## src/rtl/mtest_pkg.sv

```systemverilog
// Package: shared encodings for the memory test sequencer.
// Assumes: the control word layout described in mtest_ctl_reg.
package mtest_pkg;

    typedef enum logic [1:0] {
        ORD_FAST_X  = 2'd0,
        ORD_FAST_Y  = 2'd1,
        ORD_FAST_XY = 2'd2,
        ORD_XZY     = 2'd3
    } order_e;

    typedef enum logic [1:0] {
        PH_IDLE  = 2'd0,
        PH_WRITE = 2'd1,
        PH_READ  = 2'd2
    } phase_e;

    localparam logic [3:0] FILL_NIBBLE = 4'hA;

endpackage

```

## src/rtl/mtest_ctl_reg.sv

```systemverilog
// Module: control word holding the user's order, rank and halt choice.
// The busy bit and the pattern nibble are driven by the engine, so writes
// to them never take effect. The whole word is frozen while a run is active.
// Assumes: busy comes from the sequencer phase register.
module mtest_ctl_reg
    import mtest_pkg::*;
#(
    parameter int RANK_W = 2
) (
    input  logic                clk,
    input  logic                rst_n,
    input  logic                busy,
    input  logic                wr_en,
    input  logic [RANK_W+7:0]   wr_data,
    output logic [RANK_W+7:0]   rd_data,
    output order_e              order,
    output logic [RANK_W-1:0]   rank,
    output logic                halt
);
    localparam int RANK_LSB = 2;
    localparam int HALT_BIT = RANK_LSB + RANK_W;

    order_e             order_q;
    logic [RANK_W-1:0]  rank_q;
    logic               halt_q;

    // Load the user fields when idle; ignore every write while busy.
    always_ff @(posedge clk) begin
        if (!rst_n) begin
            order_q <= ORD_FAST_X;
            rank_q  <= '0;
            halt_q  <= 1'b0;
        end else if (wr_en && !busy) begin
            order_q <= order_e'(wr_data[1:0]);
            rank_q  <= wr_data[RANK_LSB +: RANK_W];
            halt_q  <= wr_data[HALT_BIT];
        end
    end

    // Readback combines the user fields with the engine-owned fields.
    always_comb begin
        rd_data = {FILL_NIBBLE, busy, halt_q, rank_q, order_q};
    end

    assign order = order_q;
    assign rank  = rank_q;
    assign halt  = halt_q;

    AST_CTL_LOCK: assert property (@(posedge clk) disable iff (!rst_n)
        busy |=> ($stable(order_q) && $stable(rank_q) && $stable(halt_q)));

endmodule

```

## src/rtl/mtest_addr_gen.sv

```systemverilog
// Module: three-dimensional address walker over an inclusive window.
// On load it captures the window and sits at the start corner. On rewind
// it returns to the start corner of the captured window. On step it moves
// to the next address in the selected order. last marks the final address.
// Assumes: start <= end in every dimension.
module mtest_addr_gen
    import mtest_pkg::*;
#(
    parameter int ROW_W  = 3,
    parameter int COL_W  = 2,
    parameter int BANK_W = 1
) (
    input  logic              clk,
    input  logic              rst_n,
    input  logic              load,
    input  logic              rewind,
    input  logic              step,
    input  order_e            order,
    input  logic [ROW_W-1:0]  in_start_row,
    input  logic [COL_W-1:0]  in_start_col,
    input  logic [BANK_W-1:0] in_start_bank,
    input  logic [ROW_W-1:0]  in_end_row,
    input  logic [COL_W-1:0]  in_end_col,
    input  logic [BANK_W-1:0] in_end_bank,
    output logic [ROW_W-1:0]  row,
    output logic [COL_W-1:0]  col,
    output logic [BANK_W-1:0] bank,
    output logic              last
);
    logic [ROW_W-1:0]  s_row, e_row, row_q, row_n, row_inc;
    logic [COL_W-1:0]  s_col, e_col, col_q, col_n, col_inc;
    logic [BANK_W-1:0] s_bank, e_bank, bank_q, bank_n, bank_inc;
    logic              row_top, col_top, bank_top;

    // Capture the window bounds when a run is loaded.
    always_ff @(posedge clk) begin
        if (!rst_n) begin
            s_row  <= '0;
            e_row  <= '0;
            s_col  <= '0;
            e_col  <= '0;
            s_bank <= '0;
            e_bank <= '0;
        end else if (load) begin
            s_row  <= in_start_row;
            e_row  <= in_end_row;
            s_col  <= in_start_col;
            e_col  <= in_end_col;
            s_bank <= in_start_bank;
            e_bank <= in_end_bank;
        end
    end

    // Per-dimension wrap detection and wrapped increment.
    always_comb begin
        row_top  = (row_q == e_row);
        col_top  = (col_q == e_col);
        bank_top = (bank_q == e_bank);
        row_inc  = row_top  ? s_row  : ROW_W'(row_q + 1'b1);
        col_inc  = col_top  ? s_col  : COL_W'(col_q + 1'b1);
        bank_inc = bank_top ? s_bank : BANK_W'(bank_q + 1'b1);
    end

    // Next address for the selected ordering.
    always_comb begin
        row_n  = row_q;
        col_n  = col_q;
        bank_n = bank_q;
        unique case (order)
            ORD_FAST_X: begin
                row_n = row_inc;
                if (row_top) col_n = col_inc;
                if (row_top && col_top) bank_n = bank_inc;
            end
            ORD_FAST_Y: begin
                col_n = col_inc;
                if (col_top) row_n = row_inc;
                if (col_top && row_top) bank_n = bank_inc;
            end
            ORD_FAST_XY: begin
                if (row_top && col_top) begin
                    row_n  = s_row;
                    col_n  = s_col;
                    bank_n = bank_inc;
                end else begin
                    row_n = row_inc;
                    col_n = col_inc;
                end
            end
            ORD_XZY: begin
                row_n = row_inc;
                if (row_top) bank_n = bank_inc;
                if (row_top && bank_top) col_n = col_inc;
            end
            default: ;
        endcase
    end

    // Position register: load or rewind to the start corner, else step.
    always_ff @(posedge clk) begin
        if (!rst_n) begin
            row_q  <= '0;
            col_q  <= '0;
            bank_q <= '0;
        end else if (load) begin
            row_q  <= in_start_row;
            col_q  <= in_start_col;
            bank_q <= in_start_bank;
        end else if (rewind) begin
            row_q  <= s_row;
            col_q  <= s_col;
            bank_q <= s_bank;
        end else if (step) begin
            row_q  <= row_n;
            col_q  <= col_n;
            bank_q <= bank_n;
        end
    end

    assign row  = row_q;
    assign col  = col_q;
    assign bank = bank_q;
    assign last = row_top && col_top && bank_top;

    AST_IN_WINDOW: assert property (@(posedge clk) disable iff (!rst_n)
        $past(step && !load) |-> (row_q >= s_row && row_q <= e_row &&
                                  col_q >= s_col && col_q <= e_col &&
                                  bank_q >= s_bank && bank_q <= e_bank));

endmodule

```

## src/rtl/mtest_err_log.sv

```systemverilog
// Module: first-failure capture. It records the address and rank of the
// first failing read and holds them until clr.
// Assumes: chk is high only on read commands.
module mtest_err_log #(
    parameter int ROW_W  = 3,
    parameter int COL_W  = 2,
    parameter int BANK_W = 1,
    parameter int RANK_W = 2
) (
    input  logic              clk,
    input  logic              rst_n,
    input  logic              clr,
    input  logic              chk,
    input  logic              err,
    input  logic [RANK_W-1:0] rank,
    input  logic [ROW_W-1:0]  row,
    input  logic [COL_W-1:0]  col,
    input  logic [BANK_W-1:0] bank,
    output logic              fail,
    output logic [RANK_W-1:0] fail_rank,
    output logic [ROW_W-1:0]  fail_row,
    output logic [COL_W-1:0]  fail_col,
    output logic [BANK_W-1:0] fail_bank
);
    logic fail_q;

    // Capture the first failing read; clear at the start of a run.
    always_ff @(posedge clk) begin
        if (!rst_n) begin
            fail_q    <= 1'b0;
            fail_rank <= '0;
            fail_row  <= '0;
            fail_col  <= '0;
            fail_bank <= '0;
        end else if (clr) begin
            fail_q <= 1'b0;
        end else if (chk && err && !fail_q) begin
            fail_q    <= 1'b1;
            fail_rank <= rank;
            fail_row  <= row;
            fail_col  <= col;
            fail_bank <= bank;
        end
    end

    assign fail = fail_q;

    AST_FAIL_STICKY: assert property (@(posedge clk) disable iff (!rst_n)
        (fail_q && !clr) |=> (fail_q && $stable(fail_row) && $stable(fail_col) &&
                              $stable(fail_bank) && $stable(fail_rank)));

endmodule

```

## src/rtl/mtest_seq.sv

```systemverilog
// Module: top of the memory test sequencer. A phase machine runs a write
// pass and then a read pass over the window, one command per cycle. It
// stops early in halt mode on a failing read.
// Assumes: the back end accepts one command every cycle and reports the
// compare result of a read in the same cycle.
module mtest_seq
    import mtest_pkg::*;
#(
    parameter int ROW_W  = 3,
    parameter int COL_W  = 2,
    parameter int BANK_W = 1,
    parameter int RANK_W = 2,
    parameter int DATA_W = 16
) (
    input  logic              clk,
    input  logic              rst_n,
    input  logic              start,
    input  logic              ctl_we,
    input  logic [RANK_W+7:0] ctl_wdata,
    output logic [RANK_W+7:0] ctl_rdata,
    input  logic [ROW_W-1:0]  win_start_row,
    input  logic [COL_W-1:0]  win_start_col,
    input  logic [BANK_W-1:0] win_start_bank,
    input  logic [ROW_W-1:0]  win_end_row,
    input  logic [COL_W-1:0]  win_end_col,
    input  logic [BANK_W-1:0] win_end_bank,
    output logic              cmd_valid,
    output logic              cmd_write,
    output logic [RANK_W-1:0] cmd_rank,
    output logic [ROW_W-1:0]  cmd_row,
    output logic [COL_W-1:0]  cmd_col,
    output logic [BANK_W-1:0] cmd_bank,
    output logic [DATA_W-1:0] cmd_data,
    input  logic              rsp_err,
    output logic              busy,
    output logic              done,
    output logic              fail,
    output logic [RANK_W-1:0] fail_rank,
    output logic [ROW_W-1:0]  fail_row,
    output logic [COL_W-1:0]  fail_col,
    output logic [BANK_W-1:0] fail_bank
);
    localparam int NIBBLES = DATA_W / 4;

    phase_e             phase_q;
    logic               done_q;
    logic               accept, rewind, step, at_last, stop_now;
    order_e             cfg_order;
    logic [RANK_W-1:0]  cfg_rank;
    logic               cfg_halt;

    mtest_ctl_reg #(.RANK_W(RANK_W)) u_ctl (
        .clk     (clk),
        .rst_n   (rst_n),
        .busy    (busy),
        .wr_en   (ctl_we),
        .wr_data (ctl_wdata),
        .rd_data (ctl_rdata),
        .order   (cfg_order),
        .rank    (cfg_rank),
        .halt    (cfg_halt)
    );

    mtest_addr_gen #(.ROW_W(ROW_W), .COL_W(COL_W), .BANK_W(BANK_W)) u_addr (
        .clk           (clk),
        .rst_n         (rst_n),
        .load          (accept),
        .rewind        (rewind),
        .step          (step),
        .order         (cfg_order),
        .in_start_row  (win_start_row),
        .in_start_col  (win_start_col),
        .in_start_bank (win_start_bank),
        .in_end_row    (win_end_row),
        .in_end_col    (win_end_col),
        .in_end_bank   (win_end_bank),
        .row           (cmd_row),
        .col           (cmd_col),
        .bank          (cmd_bank),
        .last          (at_last)
    );

    mtest_err_log #(.ROW_W(ROW_W), .COL_W(COL_W), .BANK_W(BANK_W), .RANK_W(RANK_W)) u_log (
        .clk       (clk),
        .rst_n     (rst_n),
        .clr       (accept),
        .chk       (phase_q == PH_READ),
        .err       (rsp_err),
        .rank      (cfg_rank),
        .row       (cmd_row),
        .col       (cmd_col),
        .bank      (cmd_bank),
        .fail      (fail),
        .fail_rank (fail_rank),
        .fail_row  (fail_row),
        .fail_col  (fail_col),
        .fail_bank (fail_bank)
    );

    // Control strobes derived from the phase and the walker position.
    always_comb begin
        accept   = start && (phase_q == PH_IDLE);
        rewind   = (phase_q == PH_WRITE) && at_last;
        step     = (phase_q != PH_IDLE) && !rewind;
        stop_now = (phase_q == PH_READ) && (at_last || (rsp_err && cfg_halt));
    end

    // Phase machine: idle, write pass, read pass; done is sticky.
    always_ff @(posedge clk) begin
        if (!rst_n) begin
            phase_q <= PH_IDLE;
            done_q  <= 1'b0;
        end else begin
            unique case (phase_q)
                PH_IDLE: begin
                    if (accept) begin
                        phase_q <= PH_WRITE;
                        done_q  <= 1'b0;
                    end
                end
                PH_WRITE: begin
                    if (at_last) phase_q <= PH_READ;
                end
                PH_READ: begin
                    if (stop_now) begin
                        phase_q <= PH_IDLE;
                        done_q  <= 1'b1;
                    end
                end
                default: phase_q <= PH_IDLE;
            endcase
        end
    end

    // Command outputs follow the phase; data is the fixed fill pattern.
    always_comb begin
        busy      = (phase_q != PH_IDLE);
        cmd_valid = busy;
        cmd_write = (phase_q == PH_WRITE);
        cmd_rank  = cfg_rank;
        cmd_data  = {NIBBLES{FILL_NIBBLE}};
        done      = done_q;
    end

    AST_HALT_STOP: assert property (@(posedge clk) disable iff (!rst_n)
        (cmd_valid && !cmd_write && rsp_err && cfg_halt) |=> (!cmd_valid && done));

    AST_START_IGNORED: assert property (@(posedge clk) disable iff (!rst_n)
        (busy && start && !(phase_q == PH_READ && at_last) && !(rsp_err && cfg_halt && !cmd_write))
            |=> busy);

    AST_DONE_AFTER_READ: assert property (@(posedge clk) disable iff (!rst_n)
        $rose(done) |-> $past(cmd_valid && !cmd_write));

    AST_WRITE_BEFORE_READ: assert property (@(posedge clk) disable iff (!rst_n)
        (!busy && $past(!busy)) |=> (!busy || cmd_write));

endmodule

```

## config.mk

```make
export PLATFORM = sky130hd
export DESIGN_NAME = mtest_seq
export DESIGN_NICKNAME = d
export VERILOG_FILES = /design/src/rtl/mtest_pkg.sv /design/src/rtl/mtest_ctl_reg.sv /design/src/rtl/mtest_addr_gen.sv /design/src/rtl/mtest_err_log.sv /design/src/rtl/mtest_seq.sv
export SDC_FILE = /design/constraint.sdc
export NUM_CORES = 1
export LEC_CHECK = 0
export ABC_CLOCK_PERIOD_IN_PS = 2400
export BUFFER_PORTS_ARGS = -buffer_cell sky130_fd_sc_hd__buf_2
export CAP_MARGIN = 5
export CORE_MARGIN = 2
export CORE_UTILIZATION = 52
export CTS_BUF_LIST = sky130_fd_sc_hd__clkbuf_4 sky130_fd_sc_hd__clkbuf_8 sky130_fd_sc_hd__clkbuf_16
export DETAILED_ROUTE_END_ITERATION = 7
export PLACE_DENSITY = 0.85
export SETUP_SLACK_MARGIN = 0.3
export SYNTH_ARGS = -nofsm -noshare
export SYNTH_HDL_FRONTEND = slang
export SYNTH_SLANG_ARGS = --single-unit
```

## constraint.sdc

```tcl
create_clock -name clk -period 2.4 [get_ports clk]
set_clock_uncertainty 0.15 [all_clocks]
set_input_delay 0.24 -clock clk [delete_from_list [all_inputs] [get_ports clk]]
set_output_delay 0.24 -clock clk [all_outputs]
set_load 0.02 [all_outputs]
```

# Word level (Yosys, flattened, before mapping)
# Cells that the tools add are included.
# Widths: inputs -> output; s select.
[totals]
register_bits = 35
input_bits = 27
out_inout_bits = 47
[op_classes]
n_addsub = 3
eq_ne = 16
mux = 29
n_bitwise = 2
reduce_logical = 29
[ops]
columns = ["cell", "count"]
rows = [
  ["$mux 2", 10],
  ["$mux 3", 6],
  ["$ne 4x3->1 const B", 4],
  ["$reduce_and 3->1", 4],
  ["$logic_and 1x1->1", 11],
  ["$pmux 3 s3", 1],
  ["$mux 1", 8],
  ["$pmux 2 s4", 1],
  ["$eq 2x2->1 const B", 3],
  ["$pmux 2 s3", 1],
  ["$eq 2x1->1 const B", 2],
  ["$logic_not 2->1", 2],
  ["$ne 2x2->1 const B", 2],
  ["$ne 4x1->1 const B", 1],
  ["$pmux 1 s2", 2],
  ["$reduce_and 2->1", 2],
  ["$reduce_bool 2->1", 2],
  ["$reduce_or 2->1", 2],
  ["$add 3x1->3 const B", 1],
  ["$eq 3x3->1", 1],
  ["$logic_not 1->1", 3],
  ["$reduce_bool 3->1", 1],
  ["$reduce_or 3->1", 1],
  ["$add 2x1->2 const B", 1],
  ["other kinds (6)", 7],
]

# Longest topological paths before layout
[logic_depth]
ltp_word = 9
depth_mapped = 7

# Modules after synthesis
# A second synthesis with hierarchy kept.
[hier_totals]
hier_cells = 220
hier_area_um2 = 1974.4
[by_module_without_submodules]
columns = ["mod", "instances", "cells_per_inst", "area_per_inst_um2"]
rows = [
  ["mtest_addr_gen", 1, 108, 1007.2],
  ["mtest_err_log", 1, 39, 369.1],
  ["mtest_ctl_reg", 1, 35, 300.3],
  ["mtest_seq", 1, 38, 297.8],
]

# Least setup slack after synthesis
# OpenSTA, ideal clock, no wires.
[synth_path]
path_type = "register -> register"
from = "register u_addr.row_q[2], in the netlist u_addr.row[2]"
to = "register done_q, in the netlist done"
setup_ns = 0.070
arrival_ns = 1.559
t_required_ns = 2.180
setup_slack_ns = 0.621
stages_incl_launch_ff = 6
path_buffers = 0
synth_period_minus_slack_ns = 1.779
path_cell_list = "dfxtp_1 -> xnor2_2 -> nand4_2 -> o2111a_1 -> or3b_1 -> a21boi_1"
[synth_between]
elab_chain_len = 7
[synth_rtl]
columns = ["element", "line_no", "source"]
rows = [
  ["start: declaration", "mtest_addr_gen.sv:30", "logic [ROW_W-1:0] s_row, e_row, row_q, row_n, row_inc;"],
  ["start signal: assignment", "mtest_addr_gen.sv:106", "row_q <= in_start_row;"],
  ["start signal: assignment", "mtest_addr_gen.sv:110", "row_q <= s_row;"],
  ["start signal: assignment", "mtest_addr_gen.sv:114", "row_q <= row_n;"],
  ["$eq 3x3->1", "mtest_addr_gen.sv:56", "row_top = (row_q == e_row);"],
  ["$logic_and 1x1->1 (2 in a row)", "mtest_addr_gen.sv:123", "assign last = row_top && col_top && bank_top;"],
  ["$logic_or 1x1->1", "mtest_seq.sv:105", "stop_now = (phase_q == PH_READ) && (at_last || (rsp_err && cfg_halt));"],
  ["$logic_and 1x1->1", "mtest_seq.sv:105", ""],
  ["$ne 2x2->1 (no source line)", "-", ""],
  ["$reduce_and 3->1 (no source line)", "-", ""],
  ["end signal: assignment", "mtest_seq.sv:112", "done_q <= 1'b0;"],
  ["end signal: assignment", "mtest_seq.sv:118", "done_q <= 1'b0;"],
  ["end signal: assignment", "mtest_seq.sv:127", "done_q <= 1'b1;"],
  ["end: declaration", "mtest_seq.sv:46", "logic done_q;"],
]
# Every way passes these cells.
# A chain may end at the register's enable or synchronous reset.

# Worst setup path after layout
[layout_path]
from = "register phase_q[1]"
to = "register u_log.fail_row[2]"
[layout_between]
elab_chain_len = 4
elab_cells_between_ends = 7
classes_between = "1 x eq/ne; 1 x bitwise; 5 x reduce/logical"
[layout_rtl]
columns = ["element", "line_no", "source"]
rows = [
  ["start: declaration", "mtest_seq.sv:45", "phase_e phase_q;"],
  ["start signal: assignment", "mtest_seq.sv:111", "phase_q <= PH_IDLE;"],
  ["start signal: assignment", "mtest_seq.sv:117", "phase_q <= PH_WRITE;"],
  ["start signal: assignment", "mtest_seq.sv:122", "if (at_last) phase_q <= PH_READ;"],
  ["$eq 2x2->1 or $logic_not 2->1 (tied branches)", "mtest_seq.sv:87, mtest_seq.sv:102", ""],
  ["$logic_and 1x1->1 (on tied branches)", "mtest_err_log.sv:37, mtest_seq.sv:102", ""],
  ["$logic_and 1x1->1 or $not 1->1 (tied branches)", "-", ""],
  ["$reduce_and 2->1 (no source line) (*)", "-", ""],
  ["end signal: assignment", "mtest_err_log.sv:40", "fail_row <= row;"],
  ["end: declaration", "mtest_err_log.sv:21", "output logic [ROW_W-1:0] fail_row,"],
]
# Mark *: on every way between the ends. The rest lies on a longest branch, timed or not.

==> impl_results.md <==
* Vias post-DR at 1464
* Setup TNS Final at 0 ps
* Total GRT Usage at 18.3%
* Diode count at 0
* Synth Flop Type: dfxtp_1
* VDD IR max at 0.385 mV
* Slew HR at 62.3%
* Grt ovf at 0
* Minimum clock period at 1830 ps
* Number of flops mapped to enable cells by yosys at 0
* Mapped Cells at 210
* Chip width at 64.1 µm
* Largest fanout on the critical path at 9
* Rows at 21
* Overall Power at 1.73 mW
* Max-slew violations at 0
* CTS sink count at 35
* Hold Fails Final Rpt at 0
* Final net count at 284
* Seq pwr share at 42.2%
* Commonest non-fill, non-tap cell in the layout: buf_2
* Initial antenna violation count at 0
* Final cell count without fillers at 303
* Ports at 74
* Max Clock Freq at 545 MHz
* First DRT Iteration DRCs at 50
* Kind of critical path: reg -> reg
* # H-tree levels at 2
* Drt first pass iters at 4
* TritonCTS clock tree: built
* Vias per cell at 4.83
* DRC Markers at 0
* Clock transition at path regs at 100 ps
* Placed cell count at 289
* Vias in the first global route at 1304
* Max-Cap Viols at 0
* Crit path depth at 4
* Setup-failing EPs final at 0
* Synth Cell Area at 1880 µm²
* Hold/Removal Path Class: in -> reg
* Worst-Margin Slew at 566 ps
* CP Launch Type: flop
* Num CTS Buffers at 5
* Largest net degree at the start of global routing at 40
* CTS max path bufs at 2
* Cell Chain, Critical Path: nor4bb_2 > buf_4 > mux2i_1 > nor2b_1
* DIE AREA at 4110 µm²
* Layout area overhead at 15.0%
* RSZ-0062 raised after global routing: false
* Die H at 64.1 µm
* Min-Delay Path Depth at 3
* Worst slack at placement at 550 ps
* P_sw at 638 µW
* CP max-delay cell: nor4bb_2
* Commonest non-fill, non-tap cells in the layout: buf_2, nand2_1, dfxtp_1
* Share of cells above drive strength 1 at 27.2%
* Crit path largest cell delay at 580 ps
* P_leak at 0.953 nW
* Seq/Total Area, Yosys at 37.3%
* Status: finished clean
* Final HPWL DP at 2.50 mm
* First-pass GRT wire length at 5.89 mm
* Final WS setup at 566 ps
* Fin crit share at 76.4%
* Data required, critical path at 2470 ps
* R2r worst-path depth at 4
* GPL Wtd Cong at 0.772
* Worst Path Arrival at 1900 ps
* Hold WS at 8.45 ps
* Post-CTS setup buffer count at 0
* Combinational Power Share at 36.6%
* Antenna Nets Post-Route at 0
* Switching Fraction at 36.9%
* Internal power at 1.09 mW
* Mapped Avg Cell Area at 8.94 µm²
* Root buf cell: clkbuf_4
* Ys async rst share at 0%
* Clk_lat worst skew at 320 ps
* Core Area at 3390 µm²
* FF+latch count, synth at 35
* Worst setup EP type: flop
* Initial Util at 55.4%
* Routed Wire Length at 3.47 mm
* Yosys cell types at 43
* Layout fillers at 318
* Worst path top cell family by delay: simple AND/OR/NAND/NOR gates
* Worst Path Buf+Inv at 1
* Port Buffers at 48
* Avg WL per Cell at 11.4 µm
* Power density cells at 800 nW/µm²
* Ys Warns at 0
* Clk network pwr share at 21.2%
==> layer usage <==
metal  share of wire, %  track usage, %  vias to the layer above
met1                 44            22.1                      658
met2                 48            30.9                       54
li1                   -               -                      748
met4                1.1            5.85                        0
met5                  0               0                        -
met3                6.4            5.99                        4
==> worst register-to-register path, stage by stage, from the launching register on <==
cell and delay, ps:
dfxtp_1 470, nor4bb_2 580, buf_4 270, mux2i_1 200, nor2b_1 60
==> synth_stat cells (2+ instances only) <==
| master | count | area share, % |
|---|---|---|
| xnor2_1 | 2 | 0.93 |
| conb_1 | 2 | 0.40 |
| a21oi_1 | 2 | 0.53 |
| nand3_1 | 3 | 0.80 |
| dfxtp_1 | 35 | 37 |
| buf_2 | 4 | 1.1 |
| nand2_1 | 38 | 7.6 |
| nor2_1 | 4 | 0.80 |
| o211ai_1 | 4 | 1.6 |
| a21boi_1 | 2 | 0.80 |
| nor2b_1 | 14 | 4.7 |
| clkbuf_1 | 4 | 0.80 |
| a21boi_0 | 12 | 4.8 |
| o21ai_0 | 4 | 1.1 |
| inv_1 | 5 | 1.0 |
| buf_4 | 25 | 10 |
| and2_1 | 3 | 1.0 |
| mux2i_1 | 17 | 9.1 |
| o21a_1 | 2 | 0.80 |
| xnor2_2 | 5 | 4.3 |
==> repair_timing <==
item                                   in CTS  in global routing
endpoints found under the hold margin       2                  4
setup endpoints to repair                   0                  4
resized for setup                           0                  2
hold buffers                                2                  4
==> kinds of logic after synthesis <==
logic type      Yosys count  synth area share (%)
compound gates           36                  14.2
xor+xnor                  8                  5.73
fa+ha+maj                 2                  1.20
buf+inv                  40                  13.9
flops                    35                  37.3
mux                      17                  9.06
other cells               2                 0.400
simple gates             70                  18.3
==> per-stage QoR <==
step / util [%] / instance area (µm²)
final: 63.7 / 2160
after global routing: 63.7 / 2160
after CTS: 62.4 / 2120
after detailed placement: 59.7 / 2020
after global placement: 59.7 / 2020
after floorplan: - / 1950
==> power by group through the flow <==
stage	combinational, mW	sequential, mW	clock, mW
floorplan	0.482	0.770	0
global placement	0.604	0.741	0
detailed placement	0.620	0.743	0
CTS	0.627	0.730	0.377
global route	0.697	0.743	0.419
finish	0.633	0.729	0.367
==> path summary, 6_finish.rpt <==
check	startpoint	endpoint	slack (ps)
max	phase_q[1]	u_log.fail_row[2]	570
min	win_end_col[0]	u_addr.e_col[0]	8
max reg2reg	phase_q[1]	u_log.fail_row[2]	570
min reg2reg	u_addr.s_row[0]	u_addr.s_row[0]	320
==> sequential cells by signal (all words and copies together), names as in the netlist, 2 cells and up <==
signal and flops:
phase_q 2, u_addr.s_row 3, u_addr.e_col 2, u_addr.s_col 2, u_addr.col 2, u_ctl.rank 2, u_log.fail_col 2, u_addr.row 3
u_ctl.order 2, u_log.fail_row 3, u_log.fail_rank 2, u_addr.e_row 3
==> cell type report <==
class                   count  area, µm²  share of cell area (%)
well taps                  46       57.6                    2.67
flip-flops and latches     35        701                    32.4
inverters                   5       18.8                   0.869
multi-input cells         153        995                    46.1
repair buffers             56        315                    14.6
clock buffers               8       72.6                    3.36
No activity file was read; power rests on OpenSTA's default activity.
